[config.mk]
export PLATFORM = sky130hd
export DESIGN_NAME = pwr_mode_seq
export DESIGN_NICKNAME = d
export VERILOG_FILES = /design/src/rtl/pwr_mode_pkg.sv /design/src/rtl/pwr_delay_timer.sv /design/src/rtl/pwr_mode_fsm.sv /design/src/rtl/pwr_mode_decode.sv /design/src/rtl/pwr_mode_seq.sv
export SDC_FILE = /design/constraint.sdc
export NUM_CORES = 1
export LEC_CHECK = 0
export ABC_CLOCK_PERIOD_IN_PS = 3100
export CELL_PAD_IN_SITES_DETAIL_PLACEMENT = 0
export CELL_PAD_IN_SITES_GLOBAL_PLACEMENT = 2
export CORE_MARGIN = 2
export CORE_UTILIZATION = 41
export CTS_BUF_LIST = sky130_fd_sc_hd__clkbuf_16
export DETAILED_ROUTE_END_ITERATION = 10
export DONT_BUFFER_PORTS = 1
export HOLD_SLACK_MARGIN = 0.08
export PLACE_DENSITY_LB_ADDON = 0.1
export SYNTH_ARGS = -nofsm -noshare
export SYNTH_HDL_FRONTEND = slang
export SYNTH_SLANG_ARGS = --single-unit
[constraint.sdc]
create_clock -name clk_i -period 3.1 [get_ports clk_i]
set_input_delay 0.155 -clock clk_i [delete_from_list [all_inputs] [get_ports clk_i]]
set_output_delay 0.155 -clock clk_i [all_outputs]
set_load 0.02 [all_outputs]
[src/rtl/pwr_mode_pkg.sv]
package pwr_mode_pkg;
  typedef enum logic [2:0] {
    MODE_RESET   = 3'd0,
    MODE_STANDBY = 3'd1,
    MODE_STARTUP = 3'd2,
    MODE_BOOST   = 3'd3,
    MODE_NORMAL  = 3'd4
  } mode_e;
endpackage

[src/rtl/pwr_delay_timer.sv]
module pwr_delay_timer #(
  parameter int unsigned TERM = 20
) (
  input  logic clk_i,
  input  logic rst_ni,
  input  logic clear_i,
  input  logic run_i,
  output logic done_o
);
  localparam int unsigned CW = (TERM > 1) ? $clog2(TERM) : 1;
  localparam logic [CW-1:0] LAST = CW'(TERM - 1);

  logic [CW-1:0] cnt_q, cnt_d;

  always_comb begin
    if (clear_i || !run_i)   cnt_d = '0;
    else if (cnt_q == LAST)  cnt_d = cnt_q;
    else                     cnt_d = cnt_q + 1'b1;
  end

  always_ff @(posedge clk_i or negedge rst_ni) begin
    if (!rst_ni) cnt_q <= '0;
    else         cnt_q <= cnt_d;
  end

  assign done_o = run_i && (cnt_q == LAST);

  // delay counter never passes terminal count
  a_r4_cnt_bound: assert property (@(posedge clk_i) disable iff (!rst_ni)
    cnt_q <= LAST);
endmodule

[src/rtl/pwr_mode_fsm.sv]
module pwr_mode_fsm
  import pwr_mode_pkg::*;
(
  input  logic  clk_i,
  input  logic  rst_ni,
  input  logic  por_i,
  input  logic  stby_rel_i,
  input  logic  boost_en_i,
  input  logic  therm_sd_i,
  input  logic  done_i,
  output mode_e state_o,
  output logic  boost_en_q_o,
  output logic  run_o,
  output logic  clear_o
);
  mode_e state_q, state_d;
  logic  boost_q;
  logic  boost_rise;

  assign boost_rise = boost_en_i && !boost_q;

  always_comb begin
    state_d = state_q;
    if (por_i) begin
      state_d = MODE_RESET;
    end else begin
      case (state_q)
        MODE_RESET:   state_d = MODE_STANDBY;
        MODE_STANDBY: if (stby_rel_i) state_d = MODE_STARTUP;
        MODE_STARTUP: begin
          if (!stby_rel_i)  state_d = MODE_STANDBY;
          else if (done_i)  state_d = boost_en_i ? MODE_BOOST : MODE_NORMAL;
        end
        MODE_BOOST: begin
          if (!stby_rel_i)     state_d = MODE_STANDBY;
          else if (therm_sd_i) state_d = MODE_STARTUP;
          else if (done_i)     state_d = MODE_NORMAL;
        end
        MODE_NORMAL: begin
          if (!stby_rel_i)     state_d = MODE_STANDBY;
          else if (therm_sd_i) state_d = MODE_STARTUP;
          else if (boost_rise) state_d = MODE_BOOST;
        end
        default: state_d = MODE_RESET;
      endcase
    end
  end

  always_ff @(posedge clk_i or negedge rst_ni) begin
    if (!rst_ni) begin
      state_q <= MODE_RESET;
      boost_q <= 1'b0;
    end else begin
      state_q <= state_d;
      boost_q <= boost_en_i;
    end
  end

  assign state_o      = state_q;
  assign boost_en_q_o = boost_q;
  assign run_o   = ((state_q == MODE_STARTUP) || (state_q == MODE_BOOST)) && !therm_sd_i;
  assign clear_o = (state_d != state_q);

  a_r1_por_override: assert property (@(posedge clk_i) disable iff (!rst_ni)
    por_i |=> (state_q == MODE_RESET));

  a_r9_standby_drop: assert property (@(posedge clk_i) disable iff (!rst_ni)
    (!por_i && !stby_rel_i && state_q != MODE_RESET) |=> (state_q == MODE_STANDBY));

  a_r6_therm_return: assert property (@(posedge clk_i) disable iff (!rst_ni)
    (!por_i && stby_rel_i && therm_sd_i &&
     (state_q == MODE_BOOST || state_q == MODE_NORMAL)) |=> (state_q == MODE_STARTUP));

  a_r5_therm_hold: assert property (@(posedge clk_i) disable iff (!rst_ni)
    (!por_i && stby_rel_i && therm_sd_i && state_q == MODE_STARTUP) |=> (state_q == MODE_STARTUP));

  a_r8_boost_edge: assert property (@(posedge clk_i) disable iff (!rst_ni)
    (!por_i && stby_rel_i && !therm_sd_i && state_q == MODE_NORMAL && boost_rise)
      |=> (state_q == MODE_BOOST));

  a_r4_startup_branch: assert property (@(posedge clk_i) disable iff (!rst_ni)
    (!por_i && stby_rel_i && done_i && state_q == MODE_STARTUP)
      |=> (state_q == (boost_en_q_o ? MODE_BOOST : MODE_NORMAL)));
endmodule

[src/rtl/pwr_mode_decode.sv]
module pwr_mode_decode
  import pwr_mode_pkg::*;
(
  input  logic       clk_i,
  input  logic       rst_ni,
  input  mode_e      state_i,
  input  logic       boost_en_i,
  input  logic       boost_en_q_i,
  input  logic       therm_sd_i,
  output logic [2:0] mode_o,
  output logic       reg_clear_o,
  output logic       ref_osc_en_o,
  output logic       boost_on_o,
  output logic       pfm_o,
  output logic       rgb_off_o
);
  logic powered;

  assign powered      = (state_i == MODE_STARTUP) || (state_i == MODE_BOOST) ||
                        (state_i == MODE_NORMAL);
  assign mode_o       = state_i;
  assign reg_clear_o  = (state_i == MODE_RESET);
  assign ref_osc_en_o = powered && !therm_sd_i;
  assign pfm_o        = (state_i == MODE_BOOST);
  // in normal, wait one cycle on a fresh enable so soft-start runs first
  assign boost_on_o   = pfm_o || ((state_i == MODE_NORMAL) && boost_en_i && boost_en_q_i);
  assign rgb_off_o    = (state_i != MODE_NORMAL);

  a_r7_pfm_blank: assert property (@(posedge clk_i) disable iff (!rst_ni)
    pfm_o |-> (rgb_off_o && boost_on_o));

  a_r2_idle_off: assert property (@(posedge clk_i) disable iff (!rst_ni)
    reg_clear_o |-> (!ref_osc_en_o && !boost_on_o && rgb_off_o));
endmodule

[src/rtl/pwr_mode_seq.sv]
module pwr_mode_seq
  import pwr_mode_pkg::*;
#(
  parameter int unsigned CLK_HZ = 100_000_000
) (
  input  logic       clk_i,
  input  logic       rst_ni,
  input  logic       por_i,
  input  logic       stby_rel_i,
  input  logic       boost_en_i,
  input  logic       therm_sd_i,
  output logic [2:0] mode_o,
  output logic       reg_clear_o,
  output logic       ref_osc_en_o,
  output logic       boost_on_o,
  output logic       pfm_o,
  output logic       rgb_off_o
);
  localparam int unsigned TERM = (CLK_HZ / 100 > 1) ? CLK_HZ / 100 : 2;

  mode_e state;
  logic  boost_q, run, clear, done;

  pwr_mode_fsm u_fsm (
    .clk_i        (clk_i),
    .rst_ni       (rst_ni),
    .por_i        (por_i),
    .stby_rel_i   (stby_rel_i),
    .boost_en_i   (boost_en_i),
    .therm_sd_i   (therm_sd_i),
    .done_i       (done),
    .state_o      (state),
    .boost_en_q_o (boost_q),
    .run_o        (run),
    .clear_o      (clear)
  );

  pwr_delay_timer #(.TERM(TERM)) u_timer (
    .clk_i   (clk_i),
    .rst_ni  (rst_ni),
    .clear_i (clear),
    .run_i   (run),
    .done_o  (done)
  );

  pwr_mode_decode u_dec (
    .clk_i        (clk_i),
    .rst_ni       (rst_ni),
    .state_i      (state),
    .boost_en_i   (boost_en_i),
    .boost_en_q_i (boost_q),
    .therm_sd_i   (therm_sd_i),
    .mode_o       (mode_o),
    .reg_clear_o  (reg_clear_o),
    .ref_osc_en_o (ref_osc_en_o),
    .boost_on_o   (boost_on_o),
    .pfm_o        (pfm_o),
    .rgb_off_o    (rgb_off_o)
  );
endmodule

---- Yosys cells after proc, flatten, opt, wreduce, memory -nomap -nowiden ----
Cells that the tools add are included.
word-level totals
  register bits ........................... 24
  input bits .............................. 6
  output and inout bits ................... 8
operators by class
  add/sub/neg operators ................... 1
  eq/ne operators ......................... 8
  mux-type cells .......................... 14
  reductions and logical operators ........ 14
operator list
  operator                                                                  number
  20-bit two-way mux                                                        2
  3-bit two-way mux                                                         11
  20-bit by 1-bit adder with 20-bit output (second input constant)          1
  20-bit == test (second input constant)                                    1
  3-bit case mux with 5 select lines                                        1
  3-bit by 2-bit == test with 1-bit output (second input constant)          2
  1-bit logical AND                                                         6
  1-bit logical OR                                                          4
  3-bit by 1-bit == test with 1-bit output (second input constant)          1
  3-bit == test (second input constant)                                     1
  1-bit logical NOT                                                         3
  3-bit logical NOT                                                         1
  3-bit inequality test                                                     1
  3-bit inequality test (second input constant)                             1
  2-bit by 1-bit inequality test with 1-bit output (second input constant)  1

---- Logic depth before layout (Yosys ltp) ----
  depth in word-level cells ............... 12
  depth in mapped cells ................... 7

---- Cells and area by module ----
A second synthesis with hierarchy kept.
second synthesis, totals
  cell total of the unflattened synthesis .. 168
  area, all modules ....................... 1,601.5 sq um
by module, submodules not included
  module           times used  cells each  area each (sq um)
  pwr_delay_timer  1           117         1,143.6
  pwr_mode_fsm     1           41          380.4
  pwr_mode_decode  1           10          77.6

---- Least setup slack after synthesis ----
OpenSTA, ideal clock, no wires.
  kind .................................... reg2reg
  from .................................... reg u_timer.cnt_q[15]
  to ...................................... reg u_timer.cnt_q[4]
  setup time .............................. 0.121 ns
  data arrival time ....................... 1.844 ns
  setup slack ............................. 1.135 ns
  stages on the path, launching flop included .. 7
  buffers on the path ..................... 1
  clock period less this slack ............ 1.965 ns
  cell sequence ........................... dfrtp_1 > or4_4 > nor4_4 > a22oi_2 > o21bai_2 > buf_6 > nor3_1
on the way
  longest elaborated chain between the ends .. 10
  elaborated cells on any way between the ends .. 13
  those cells by class .................... 3 x eq/ne; 8 x mux; 2 x reduce/logical
ends and longest elaborated chain
  what                                                                                                            RTL line                                      text
  start, declared                                                                                                 pwr_delay_timer.sv:13                         logic [CW-1:0] cnt_q, cnt_d;
  start signal, assigned                                                                                          pwr_delay_timer.sv:23                         else cnt_q <= cnt_d;
  20-bit == test (*)                                                                                              pwr_delay_timer.sv:17, pwr_delay_timer.sv:26
  1-bit logical AND                                                                                               pwr_delay_timer.sv:26                         assign done_o = run_i && (cnt_q == LAST);
  3-bit two-way mux                                                                                               pwr_mode_fsm.sv:37                            else if (done_i) state_d = MODE_NORMAL;
  3-bit two-way mux                                                                                               pwr_mode_fsm.sv:36                            else if (therm_sd_i) state_d = MODE_STARTUP;
  3-bit two-way mux                                                                                               pwr_mode_fsm.sv:35                            if (!stby_rel_i) state_d = MODE_STANDBY;
  3-bit case mux with 5 select lines                                                                              pwr_mode_fsm.sv:27                            case (state_q)
  3-bit two-way mux                                                                                               pwr_mode_fsm.sv:24                            if (por_i) begin
  3-bit inequality test                                                                                           pwr_mode_fsm.sv:62                            assign clear_o = (state_d != state_q);
  1-bit logical OR                                                                                                pwr_delay_timer.sv:16                         if (clear_i || !run_i) cnt_d = '0;
  2-bit by 1-bit inequality test with 1-bit output (no source line) / 20-bit two-way mux (equally long branches)  n/a
Every way passes the cells marked *; elsewhere a longest branch is shown, timed or not.
A chain may end at the register's enable or synchronous reset.

---- Final worst setup path ----
  from .................................... reg u_timer.cnt_q[0]
  to ...................................... reg u_fsm.state_q[0], in the netlist u_fsm.state_o[0]
on the way
  longest elaborated chain between the ends .. 7
  elaborated cells on any way between the ends .. 9
  those cells by class .................... 1 x eq/ne; 7 x mux; 1 x reduce/logical
ends and longest elaborated chain
  what                                    RTL line               text
  20-bit == test (*)                      pwr_delay_timer.sv:26
  1-bit logical AND (*)                   pwr_delay_timer.sv:26
  3-bit two-way mux                       pwr_mode_fsm.sv:37
  3-bit two-way mux                       pwr_mode_fsm.sv:36
  3-bit two-way mux                       pwr_mode_fsm.sv:35
  3-bit case mux with 5 select lines (*)  pwr_mode_fsm.sv:27
  3-bit two-way mux (*)                   pwr_mode_fsm.sv:24
  named net u_fsm.state_d[0]              pwr_mode_fsm.sv:16     mode_e state_q, state_d;
  end signal, assigned                    pwr_mode_fsm.sv:54     state_q <= state_d;
  end, declared                           pwr_mode_fsm.sv:16
Mark *: on every way through the listed nets, which the timed path passes. The rest lies on a longest branch.

==> metrics.md <==
| Metric | Value |
|---|---|
| RD Place Congestion | 0.7312 |
| Worst Max-Slew Pin Slew | 0.7199 ns |
| Worst Path Arrival | 2.84 ns |
| Outcome | complete, no violations |
| Clock sink count | 24 |
| Largest net degree at the start of global routing | 25 |
| Die height | 62.54 microns |
| Grt total ovfl | 0 |
| Worst skew pair latency | 0.26 ns |
| DRT iter0 DRCs | 39 |
| Post-synth top cells | nor2_1 (27), dfrtp_1 (24), nand2_1 (12), nand3_1 (9), xor2_1 (9) |
| Sw frac | 22.00% |
| Initial antenna violation count | 0 |
| Post-synth cell types | 40 |
| Top-count cell post-synth | nor2_1 |
| Fillers | 349 |
| Final HPWL DP | 2.143 mm |
| Leading area contributor after synthesis | dfrtp_1 |
| GRT Overall Usage | 16.88% |
| MaxCap Viol Count | 0 |
| # IOs | 14 |
| Pint | 0.5055 mW |
| Max-slew violations | 0 |
| Mapped cell area | 1405 sq um |
| Setup TNS | 0 ns |
| DR vias | 1108 |
| CP max FO | 6 |
| Period utilisation layout | 85.35% |
| Post-synth EDFFs | 0 |
| Sequential share of power | 49.7% |
| Antenna Violating Nets Remaining | 0 |
| RSZ-0062 raised after global routing | false |
| DRT Pass-1 Iters | 4 |
| Final min period | 2.646 ns |
| Power Dens Cells | 410.4 nW/um^2 |
| Sequential share of the synthesized area | 42.74% |
| Mapped Cells | 155 |
| CTS H-tree lvls | 1 |
| Starting Density | 42.44% |
| Number of global-route vias before repair | 1097 |
| Root Buffer | clkbuf_16 |
| Syn nets | 162 |
| Drt wl/cell | 14.31 microns |
| Min-Delay Path Class | primary input to register |
| Setup crit end kind | register |
| Core footprint | 3311 sq um |
| Fraction of layout cells with a size suffix above 1 | 8.125% |
| Final wirelength | 2.948 mm |
| Post-CTS setup buffers | 0 |
| Req. time, crit path | 3.30 ns |
| Drt drc | 0 |
| Setup crit start kind | register |
| N_diodes | 0 |
| NumNets Final | 169 |
| Worst-path clk slew | 0.06 ns |
| Fmax | 377.9 MHz |
| Register area | 600.6 sq um |
| Crit Path Class | register to register |
| Pleak | 0.5933 nW |
| Avg Inst Size Synth | 9.065 sq um |
| TritonCTS Buffers | 3 |
| Final setup vio count | 0 |
| Hold Fails Final Rpt | 0 |
| Post-synth top flop | dfrtp_1 |
| Share of the synthesized area in the top cell type | 42.74% |
| First-pass GRT wire length | 5.188 mm |
| VDD IR-drop max | 261.3 uV |
| Comb power frac | 7.5% |
| Row Count | 21 |
| Clk_skew | 0.001260 ns |
| CTS Buffer Depth | 2 |
| PortBufs | 0 |
| Ys async rst share | 100.0% |
| Area of the multi-input gates | 755.7 sq um |
| Rel. slew slack | 51.56% |
| Layout overhead on the synthesized area | 12.38% |
| DR vias/cell | 5.379 |
| R2R depth | 6 |
| Worst Hold Depth | 2 |
| Switching pwr | 0.1426 mW |
| TritonCTS clock tree | built |
| Ys Warns | 0 |
| Die ar. | 3911 sq um |
| Util after Layout | 47.69% |
| Ranking of synthesized cells by area | dfrtp_1 (43%), nor2_1 (7.2%), xor2_1 (5.6%), xnor2_1 (5.0%), nand3_1 (3.2%) |
| Synthesis-stage register bit count | 24 |
| Die extent in x | 62.54 microns |
| Clock power share | 42.8% |
==> flip-flops by register name, indices dropped and copies added (netlist names) <==
| signal | cells |
|---|---|
| u_timer.cnt_q | 20 |
| u_fsm.boost_en_q_o | 1 |
| u_fsm.state_o | 3 |
==> cells in the final DEF, fill, tap and decap left out, types with 4 or more instances in the layout <==
cell type,count
a21oi_1,7
nor3_1,6
xnor2_1,8
dfrtp_1,24
nand4_1,4
dlygate4sd3_1,4
nand3_1,9
inv_1,4
xor2_1,9
nor2_1,27
nand2_1,12
nand2b_1,5
==> power by group through the flow <==
stage | Combinational [mW] | Clock [mW] | Sequential, mW
final | 0.0484 | 0.277 | 0.322
after global routing | 0.0539 | 0.301 | 0.323
after CTS | 0.0498 | 0.284 | 0.322
after detailed placement | 0.0356 | 0 | 0.328
after global placement | 0.0351 | 0 | 0.328
after floorplan | 0.0323 | 0 | 0.327
==> layer usage <==
| metal | global-route usage, % | wire (microns) | part of all wire (%) |
|---|---|---|---|
| met5 | 0 | 0 | 0 |
| met2 | 29.17 | 1428 | 48 |
| met4 | 4.167 | 26 | 0.88 |
| met3 | 5.405 | 129 | 4.4 |
| met1 | 20.37 | 1363 | 46 |
==> worst paths after layout <==
path / start / to / slack, ns
max in group asynchronous: rst_ni / u_timer.cnt_q[11] / 2.62
max reg2reg: u_timer.cnt_q[0] / u_fsm.state_o[0] / 0.45
min: therm_sd_i / u_fsm.state_o[2] / 0.11
min in group asynchronous: rst_ni / u_timer.cnt_q[7] / 0.33
max: u_timer.cnt_q[0] / u_fsm.state_o[0] / 0.45
min reg2reg: u_timer.cnt_q[19] / u_timer.cnt_q[19] / 0.55
==> worst max-delay path, stage by stage, from the launching register on <==
cell and delay (ns):
dfrtp_1 0.40, ha_1 0.24, nand4_1 0.26, nor4_1 0.72, a21oi_1 0.14, o41ai_1 0.24
dlygate4sd3_1 0.59
==> cells by family (layout without fill, tap and decap cells) <==
| family | Yosys count | after routing | share of synthesized area (%) |
|---|---|---|---|
| compound gates | 19 | 19 | 9.528 |
| simple gates | 85 | 85 | 32.77 |
| flops | 24 | 24 | 42.74 |
| fa+ha+maj | 1 | 1 | 0.8903 |
| buf+inv | 9 | 14 | 3.472 |
| xor+xnor | 17 | 17 | 10.60 |
==> final cells by class <==
| class | count | share of cell area, % |
|---|---|---|
| clock buffer | 3 | 4.754 |
| tap | 46 | 3.645 |
| timing repair buffer | 7 | 4.754 |
| multi-input combinational | 122 | 47.86 |
| sequential | 24 | 38.03 |
| inverter | 4 | 0.9509 |
==> per-stage QoR <==
stage | hold slack (ns) | instance area (sq um) | power [mW] | instances | setup WS, ns
2_1_floorplan | -0.1406 | 1405 | 0.3592 | 155 | 1.135
3_3_place_gp | -0.1398 | 1444 | 0.3632 | 198 | 0.9316
3_5_place_dp | -0.1396 | 1444 | 0.3636 | 198 | 0.8513
4_1_cts | 0.1120 | 1579 | 0.6561 | 206 | 0.4375
5_1_grt | 0.1269 | 1579 | 0.6781 | 206 | 0.2185
6_report | 0.1129 | 1579 | 0.6481 | 206 | 0.4541
==> timing repair <==
action	4_1_cts	5_1_grt
endpoints found under the hold margin	26	0
hold buffers	5	0
gates resized for setup	0	0
Note: power is estimated with default switching activity, not from simulation.
